<file path="src/rtl/eepw_pkg.sv">
package eepw_pkg;
  typedef enum logic [1:0] {
    BC_START = 2'd0,
    BC_STOP  = 2'd1,
    BC_BYTE  = 2'd2
  } bitcmd_t;

  typedef enum logic [2:0] {
    SQ_IDLE,
    SQ_WSTART,
    SQ_WCTRL,
    SQ_WDATA,
    SQ_STOP,
    SQ_PSTART,
    SQ_PCTRL
  } seq_t;

  typedef enum logic [2:0] {
    FIN_POLL,
    FIN_OK,
    FIN_NACK,
    FIN_RETRY,
    FIN_TMO
  } fin_t;
endpackage

</file>
<file path="src/rtl/eepw_qtick.sv">
module eepw_qtick #(
  parameter int QDIV = 4
) (
  input  logic clk,
  input  logic rst_n,
  output logic tick
);
  localparam int CW = (QDIV > 2) ? $clog2(QDIV) : 1;
  localparam logic [CW-1:0] LAST = CW'(QDIV - 1);

  logic [CW-1:0] cnt;

  always_ff @(posedge clk) begin
    if (!rst_n) begin
      cnt  <= '0;
      tick <= 1'b0;
    end else if (cnt == LAST) begin
      cnt  <= '0;
      tick <= 1'b1;
    end else begin
      cnt  <= cnt + 1'b1;
      tick <= 1'b0;
    end
  end
endmodule

</file>
<file path="src/rtl/eepw_bitphy.sv">
module eepw_bitphy
  import eepw_pkg::*;
(
  input  logic       clk,
  input  logic       rst_n,
  input  logic       tick,
  input  logic       cmd_valid,
  input  bitcmd_t    cmd,
  input  logic [7:0] cmd_byte,
  output logic       busy,
  output logic       op_done,
  output logic       ack,
  output logic       scl_oe,
  output logic       sda_oe,
  input  logic       sda_i
);
  bitcmd_t    cur;
  logic [7:0] shreg;
  logic [3:0] bitn;
  logic [1:0] ph;
  logic       last_step;

  always_comb begin
    case (cur)
      BC_BYTE: last_step = (bitn == 4'd8) && (ph == 2'd3);
      default: last_step = (ph == 2'd3);
    endcase
  end

  always_ff @(posedge clk) begin
    if (!rst_n) begin
      cur     <= BC_STOP;
      shreg   <= '0;
      bitn    <= '0;
      ph      <= '0;
      busy    <= 1'b0;
      op_done <= 1'b0;
      ack     <= 1'b0;
      scl_oe  <= 1'b0;
      sda_oe  <= 1'b0;
    end else begin
      op_done <= 1'b0;
      if (!busy) begin
        if (cmd_valid) begin
          cur   <= cmd;
          shreg <= cmd_byte;
          bitn  <= '0;
          ph    <= '0;
          busy  <= 1'b1;
        end
      end else if (tick) begin
        case (cur)
          BC_START: begin
            case (ph)
              2'd0: begin scl_oe <= 1'b0; sda_oe <= 1'b0; end
              2'd1: sda_oe <= 1'b1;
              2'd2: scl_oe <= 1'b1;
              default: ;
            endcase
          end
          BC_STOP: begin
            case (ph)
              2'd0: begin scl_oe <= 1'b1; sda_oe <= 1'b1; end
              2'd1: scl_oe <= 1'b0;
              2'd2: sda_oe <= 1'b0;
              default: ;
            endcase
          end
          default: begin
            case (ph)
              2'd0: begin
                scl_oe <= 1'b1;
                sda_oe <= (bitn < 4'd8) ? ~shreg[7] : 1'b0;
              end
              2'd1: scl_oe <= 1'b0;
              2'd2: if (bitn == 4'd8) ack <= ~sda_i;
              default: begin
                scl_oe <= 1'b1;
                shreg  <= {shreg[6:0], 1'b0};
                bitn   <= bitn + 1'b1;
              end
            endcase
          end
        endcase
        ph <= ph + 1'b1;
        if (last_step) begin
          busy    <= 1'b0;
          op_done <= 1'b1;
        end
      end
    end
  end
endmodule

</file>
<file path="src/rtl/eepw_seq.sv">
module eepw_seq
  import eepw_pkg::*;
#(
  parameter int MAX_POLLS = 16
) (
  input  logic        clk,
  input  logic        rst_n,
  input  logic        req_valid,
  output logic        req_ready,
  input  logic [4:0]  req_row,
  input  logic [1:0]  req_mode,
  input  logic [1:0]  req_nbytes,
  input  logic [15:0] req_data,
  output logic        done,
  output logic        err_nack,
  output logic        err_timeout,
  output logic        cmd_valid,
  output bitcmd_t     cmd,
  output logic [7:0]  cmd_byte,
  input  logic        phy_busy,
  input  logic        phy_done,
  input  logic        phy_ack
);
  localparam int PW = $clog2(MAX_POLLS + 1);
  localparam logic [PW-1:0] PLIM = PW'(MAX_POLLS - 1);

  seq_t        st;
  fin_t        fin;
  logic        issued;
  logic [7:0]  ctrl;
  logic [15:0] data_q;
  logic [1:0]  nb_q;
  logic        idx;
  logic [PW-1:0] polls;

  assign req_ready = (st == SQ_IDLE);
  assign cmd_valid = (st != SQ_IDLE) && !issued && !phy_busy;

  always_comb begin
    case (st)
      SQ_WSTART, SQ_PSTART: cmd = BC_START;
      SQ_STOP:              cmd = BC_STOP;
      default:              cmd = BC_BYTE;
    endcase
    if (st == SQ_WDATA) cmd_byte = idx ? data_q[15:8] : data_q[7:0];
    else                cmd_byte = ctrl;
  end

  always_ff @(posedge clk) begin
    if (!rst_n) begin
      st          <= SQ_IDLE;
      fin         <= FIN_POLL;
      issued      <= 1'b0;
      ctrl        <= '0;
      data_q      <= '0;
      nb_q        <= '0;
      idx         <= 1'b0;
      polls       <= '0;
      done        <= 1'b0;
      err_nack    <= 1'b0;
      err_timeout <= 1'b0;
    end else begin
      done        <= 1'b0;
      err_nack    <= 1'b0;
      err_timeout <= 1'b0;
      if (cmd_valid) issued <= 1'b1;
      case (st)
        SQ_IDLE: begin
          if (req_valid) begin
            ctrl   <= {req_row, req_mode, 1'b0};
            data_q <= req_data;
            nb_q   <= (req_nbytes == 2'd3) ? 2'd2 : req_nbytes;
            idx    <= 1'b0;
            polls  <= '0;
            issued <= 1'b0;
            st     <= SQ_WSTART;
          end
        end
        default: begin
          if (phy_done) begin
            issued <= 1'b0;
            case (st)
              SQ_WSTART: st <= SQ_WCTRL;
              SQ_WCTRL: begin
                if (!phy_ack) begin
                  fin <= FIN_NACK;
                  st  <= SQ_STOP;
                end else if (nb_q == 2'd0) begin
                  fin <= FIN_POLL;
                  st  <= SQ_STOP;
                end else begin
                  st <= SQ_WDATA;
                end
              end
              SQ_WDATA: begin
                if (!phy_ack) begin
                  fin <= FIN_NACK;
                  st  <= SQ_STOP;
                end else if ({1'b0, idx} + 2'd1 == nb_q) begin
                  fin <= FIN_POLL;
                  st  <= SQ_STOP;
                end else begin
                  idx <= 1'b1;
                end
              end
              SQ_PSTART: st <= SQ_PCTRL;
              SQ_PCTRL: begin
                if (phy_ack)            fin <= FIN_OK;
                else if (polls == PLIM) fin <= FIN_TMO;
                else                    fin <= FIN_RETRY;
                st <= SQ_STOP;
              end
              SQ_STOP: begin
                case (fin)
                  FIN_POLL:  st <= SQ_PSTART;
                  FIN_RETRY: begin
                    polls <= polls + 1'b1;
                    st    <= SQ_PSTART;
                  end
                  FIN_OK: begin
                    done <= 1'b1;
                    st   <= SQ_IDLE;
                  end
                  FIN_NACK: begin
                    err_nack <= 1'b1;
                    st       <= SQ_IDLE;
                  end
                  default: begin
                    err_timeout <= 1'b1;
                    st          <= SQ_IDLE;
                  end
                endcase
              end
              default: st <= SQ_IDLE;
            endcase
          end
        end
      endcase
    end
  end
endmodule

</file>
<file path="src/rtl/eeprom_pollwr_master.sv">
module eeprom_pollwr_master
  import eepw_pkg::*;
#(
  parameter int QDIV      = 4,
  parameter int MAX_POLLS = 16
) (
  input  logic        clk,
  input  logic        rst_n,
  input  logic        req_valid,
  output logic        req_ready,
  input  logic [4:0]  req_row,
  input  logic [1:0]  req_mode,
  input  logic [1:0]  req_nbytes,
  input  logic [15:0] req_data,
  output logic        done,
  output logic        err_nack,
  output logic        err_timeout,
  output logic        scl_oe,
  output logic        sda_oe,
  input  logic        sda_i
);
  logic       tick;
  logic       cmd_valid;
  bitcmd_t    cmd;
  logic [7:0] cmd_byte;
  logic       phy_busy;
  logic       phy_done;
  logic       phy_ack;

  eepw_qtick #(.QDIV(QDIV)) u_tick (
    .clk  (clk),
    .rst_n(rst_n),
    .tick (tick)
  );

  eepw_bitphy u_phy (
    .clk      (clk),
    .rst_n    (rst_n),
    .tick     (tick),
    .cmd_valid(cmd_valid),
    .cmd      (cmd),
    .cmd_byte (cmd_byte),
    .busy     (phy_busy),
    .op_done  (phy_done),
    .ack      (phy_ack),
    .scl_oe   (scl_oe),
    .sda_oe   (sda_oe),
    .sda_i    (sda_i)
  );

  eepw_seq #(.MAX_POLLS(MAX_POLLS)) u_seq (
    .clk        (clk),
    .rst_n      (rst_n),
    .req_valid  (req_valid),
    .req_ready  (req_ready),
    .req_row    (req_row),
    .req_mode   (req_mode),
    .req_nbytes (req_nbytes),
    .req_data   (req_data),
    .done       (done),
    .err_nack   (err_nack),
    .err_timeout(err_timeout),
    .cmd_valid  (cmd_valid),
    .cmd        (cmd),
    .cmd_byte   (cmd_byte),
    .phy_busy   (phy_busy),
    .phy_done   (phy_done),
    .phy_ack    (phy_ack)
  );
endmodule

</file>
<file path="config.mk">
export PLATFORM = sky130hd
export DESIGN_NAME = eeprom_pollwr_master
export DESIGN_NICKNAME = d
export VERILOG_FILES = /design/src/rtl/eepw_pkg.sv /design/src/rtl/eepw_qtick.sv /design/src/rtl/eepw_bitphy.sv /design/src/rtl/eepw_seq.sv /design/src/rtl/eeprom_pollwr_master.sv
export SDC_FILE = /design/constraint.sdc
export NUM_CORES = 1
export LEC_CHECK = 0
export ABC_AREA = 1
export BUFFER_PORTS_ARGS = -buffer_cell sky130_fd_sc_hd__clkbuf_2
export CAP_MARGIN = 0
export CORE_UTILIZATION = 45
export CTS_CLUSTER_SIZE = 25
export DETAILED_ROUTE_END_ITERATION = 7
export GPL_TIMING_DRIVEN = 0
export PLACE_DENSITY = 0.75
export RECOVER_POWER = 100
export SLEW_MARGIN = 25
export SYNTH_ARGS = -nofsm -noshare
export SYNTH_HDL_FRONTEND = slang
export SYNTH_SLANG_ARGS = --single-unit
</file>
<file path="constraint.sdc">
create_clock -name clk -period 1.3 [get_ports clk]
set_input_delay 0.13 -clock clk [delete_from_list [all_inputs] [get_ports clk]]
set_output_delay 0.13 -clock clk [all_outputs]
set_load 0.01 [all_outputs]
</file>
==> flow_summary.ini <==
[cts]
root_buffer = clkbuf_8
clkSinkCount = 65
cts_buffers = 9
cts_tree = built
clk_latency_ps = 350
cts.htree.levels = 3
cts.clk_slew.worst_paths_ps = 80
cts_max_path_buffers = 2

[critical_path]
crit_arrival_ps = 1600
timing.rr.start = u_seq.st[1]
cp.required_ps = 1510
critical_path_class = register to register
ff2ff_setup_slack_ps = -80
cp-end-kind = register
critPathMaxFanout = 8
r2r-end = u_seq.st[2]
crit_path_start_kind = register
reg2reg_depth = 8

[yosys]
ys_types = 35
syn_area_sq_um = 3180
syn_area_per_cell_sq_um = 6.94
ys_ff_latch = 65
syn_nets = 497
seq_area_frac_synth = 0.410
syn_inst = 458
yosys_warnings = 0

[place]
dp_hpwl_microns = 5160
placed_cell_area_sq_um = 3470
io_buffer_count = 34
gp_congestion = 0.838

[timing]
holdWs_ps = -6.24
tns_ps = -720
skew_ps = 6.69
finalCritPeriodShare = 1.06
hold_violations = 1
rsz0062_at_grt = yes
setup_slack_ps = -83.8
finalMaxSlewViolations = 0
setup_viol = 23
slew_headroom = 0.630
worst_slew_pin_slew_ps = 555
max_freq_mhz = 723
fin_crit_ps = 1380

[global_routing]
grt_usage = 0.227
antenna_found_initial = 0
gr-total-overflow = 0
grt_pass1_wl_microns = 13200
grt_max_degree = 13
grt_pass1_vias = 3032

[cells_and_area]
area_growth_pct = 35.2
drive_above_1_share = 0.298
multi_input_area_sq_um = 1840
layout_common_cells = nand2_1 (86), nor2_1 (68), dfxtp_1 (56)
antennaDiodeCount = 0
final_design_area_no_fill_sq_um = 4290
seqCellArea_sq_um = 1320
fin_nets = 567
fillers = 554
final_common_cell = nand2_1

[run]
maxCapViolCount = 0

[die]
die-width_microns = 86.0
initial_core_util = 0.468
die_area_sq_um = 7400
io_pins = 35
die_y_microns = 86.0
core_sq_um = 6790
num_rows = 30

[route]
drc = 0
postRouteAntennaNets = 0
vias = 3230
drt_iter0_drc = 193
drt_wl_total_microns = 8560
firstDrtPassIters = 5
avgViaCountPerCell = 5.14
wl_per_cell_microns = 13.6

[worst_hold_path]
whs_path_depth = 3
min_path_type = primary input to register
worstHoldStart = req_row[1]
hold_end = u_seq.ctrl[4]

[pwr]
vdd_drop_max_v = 0.000770
power.density_nw_per_um2 = 1340
cellLeakagePower_nw = 1.85

[run_status]
violations = hold timing, setup timing
outcome = finished, violations left
[where the power goes]
part / switching (mW) / total, mW / internal (mW)
Sequential: 0.120 / 2.29 / 2.17
Combinational: 0.775 / 1.35 / 0.577
Clock: 0.844 / 2.13 / 1.28
Total: 1.74 / 5.77 / 4.03
[through the flow]
stage / hold slack, ps / setup WS (ps) / instances / power, mW / utilization
after floorplan: 265 / 7.49 / 458 / 3.00 / -
after global placement: 352 / -228 / 588 / 3.22 / 0.511
after detailed placement: 358 / -260 / 588 / 3.24 / 0.511
after CTS: 2.01 / -11.5 / 620 / 5.47 / 0.586
after global routing: 5.16 / -193 / 629 / 6.05 / 0.632
final: -6.24 / -83.8 / 629 / 5.77 / 0.632
[sequential cells by signal, indices dropped and copies added, names as in the netlist, 3 cells and up]
signal        cells
u_seq.fin         3
u_phy.shreg       8
u_seq.ctrl        7
u_seq.data_q     16
u_phy.bitn        4
u_seq.polls       5
u_seq.st          3
[critical path, cell delays in order, from the launching register on]
cell	delay (ps)
dfxtp_4	400
nor2_4	200
nand2_8	100
nand2_4	120
inv_2	70
o21ai_2	100
nand2_1	100
nand2_1	90
a21oi_1	60
[area by class of cell]
type                    count  area share
flip-flops and latches     65       0.307
well taps                  96      0.0280
clock buffers              10      0.0297
inverters                  50      0.0472
plain buffers              18      0.0353
repair buffers             60      0.0976
clock inverters             6      0.0268
multi-input cells         324       0.428
[synthesized netlist by cell type, drive strengths merged]
cell type  count  area, sq um
nand2        105          422
nor2          79          317
dfxtp         65         1300
inv           48          180
o21ai         42          210
a21oi         34          178
nand3         29          145
buf           10         72.6
ha            10          125
clkbuf         9         35.0
nand4          7         43.8
nor3           3         15.0
o211ai         3         22.5
clkinv         2         7.51
xor2           2         17.5
a211oi         1         7.51
a21boi         1         7.51
a22oi          1         7.51
a31oi          1         6.26
and3           1         6.26
nand3b         1         20.0
nor3b          1         7.51
nor4           1         6.26
o31ai          1         7.51
xnor2          1         8.76
[what timing repair did]
action	4_1_cts	5_1_grt
hold buffers	7	0
pin swaps	10	23
endpoints found under the setup margin	50	51
endpoints found under the hold margin	7	0
cloned	0	5
resized for setup	45	89
setup buffers	10	4
[cell families after synthesis]
group	share of synthesized area
adder cells (fa/ha/maj)	0.0394
XOR/XNOR	0.00827
AO/OA/AOI/OAI	0.141
flip-flops	0.410
buffers and inverters	0.0929
AND/OR/NAND/NOR	0.309
[metal layers]
layer | global-route usage | vias up | wire [microns]
li1 | - | 1608 | -
met1 | 0.263 | 1485 | 3630
met2 | 0.403 | 113 | 4320
met3 | 0.0645 | 24 | 448
met4 | 0.0697 | 0 | 165
met5 | 0 | - | 0
[worst max-delay path by stage]
stage                           start             end  slack [ps]
after detailed placement    u_seq.idx  u_phy.shreg[3]        -260
after CTS                 u_seq.st[0]       req_ready         -10
final                     u_seq.st[1]     u_seq.st[2]         -80
after floorplan           u_seq.st[2]  u_phy.shreg[2]           7
after global placement      u_seq.idx  u_phy.shreg[3]        -230
after global routing      u_seq.st[1]     u_seq.st[2]        -190
Note: power is estimated with default switching activity, not from simulation.
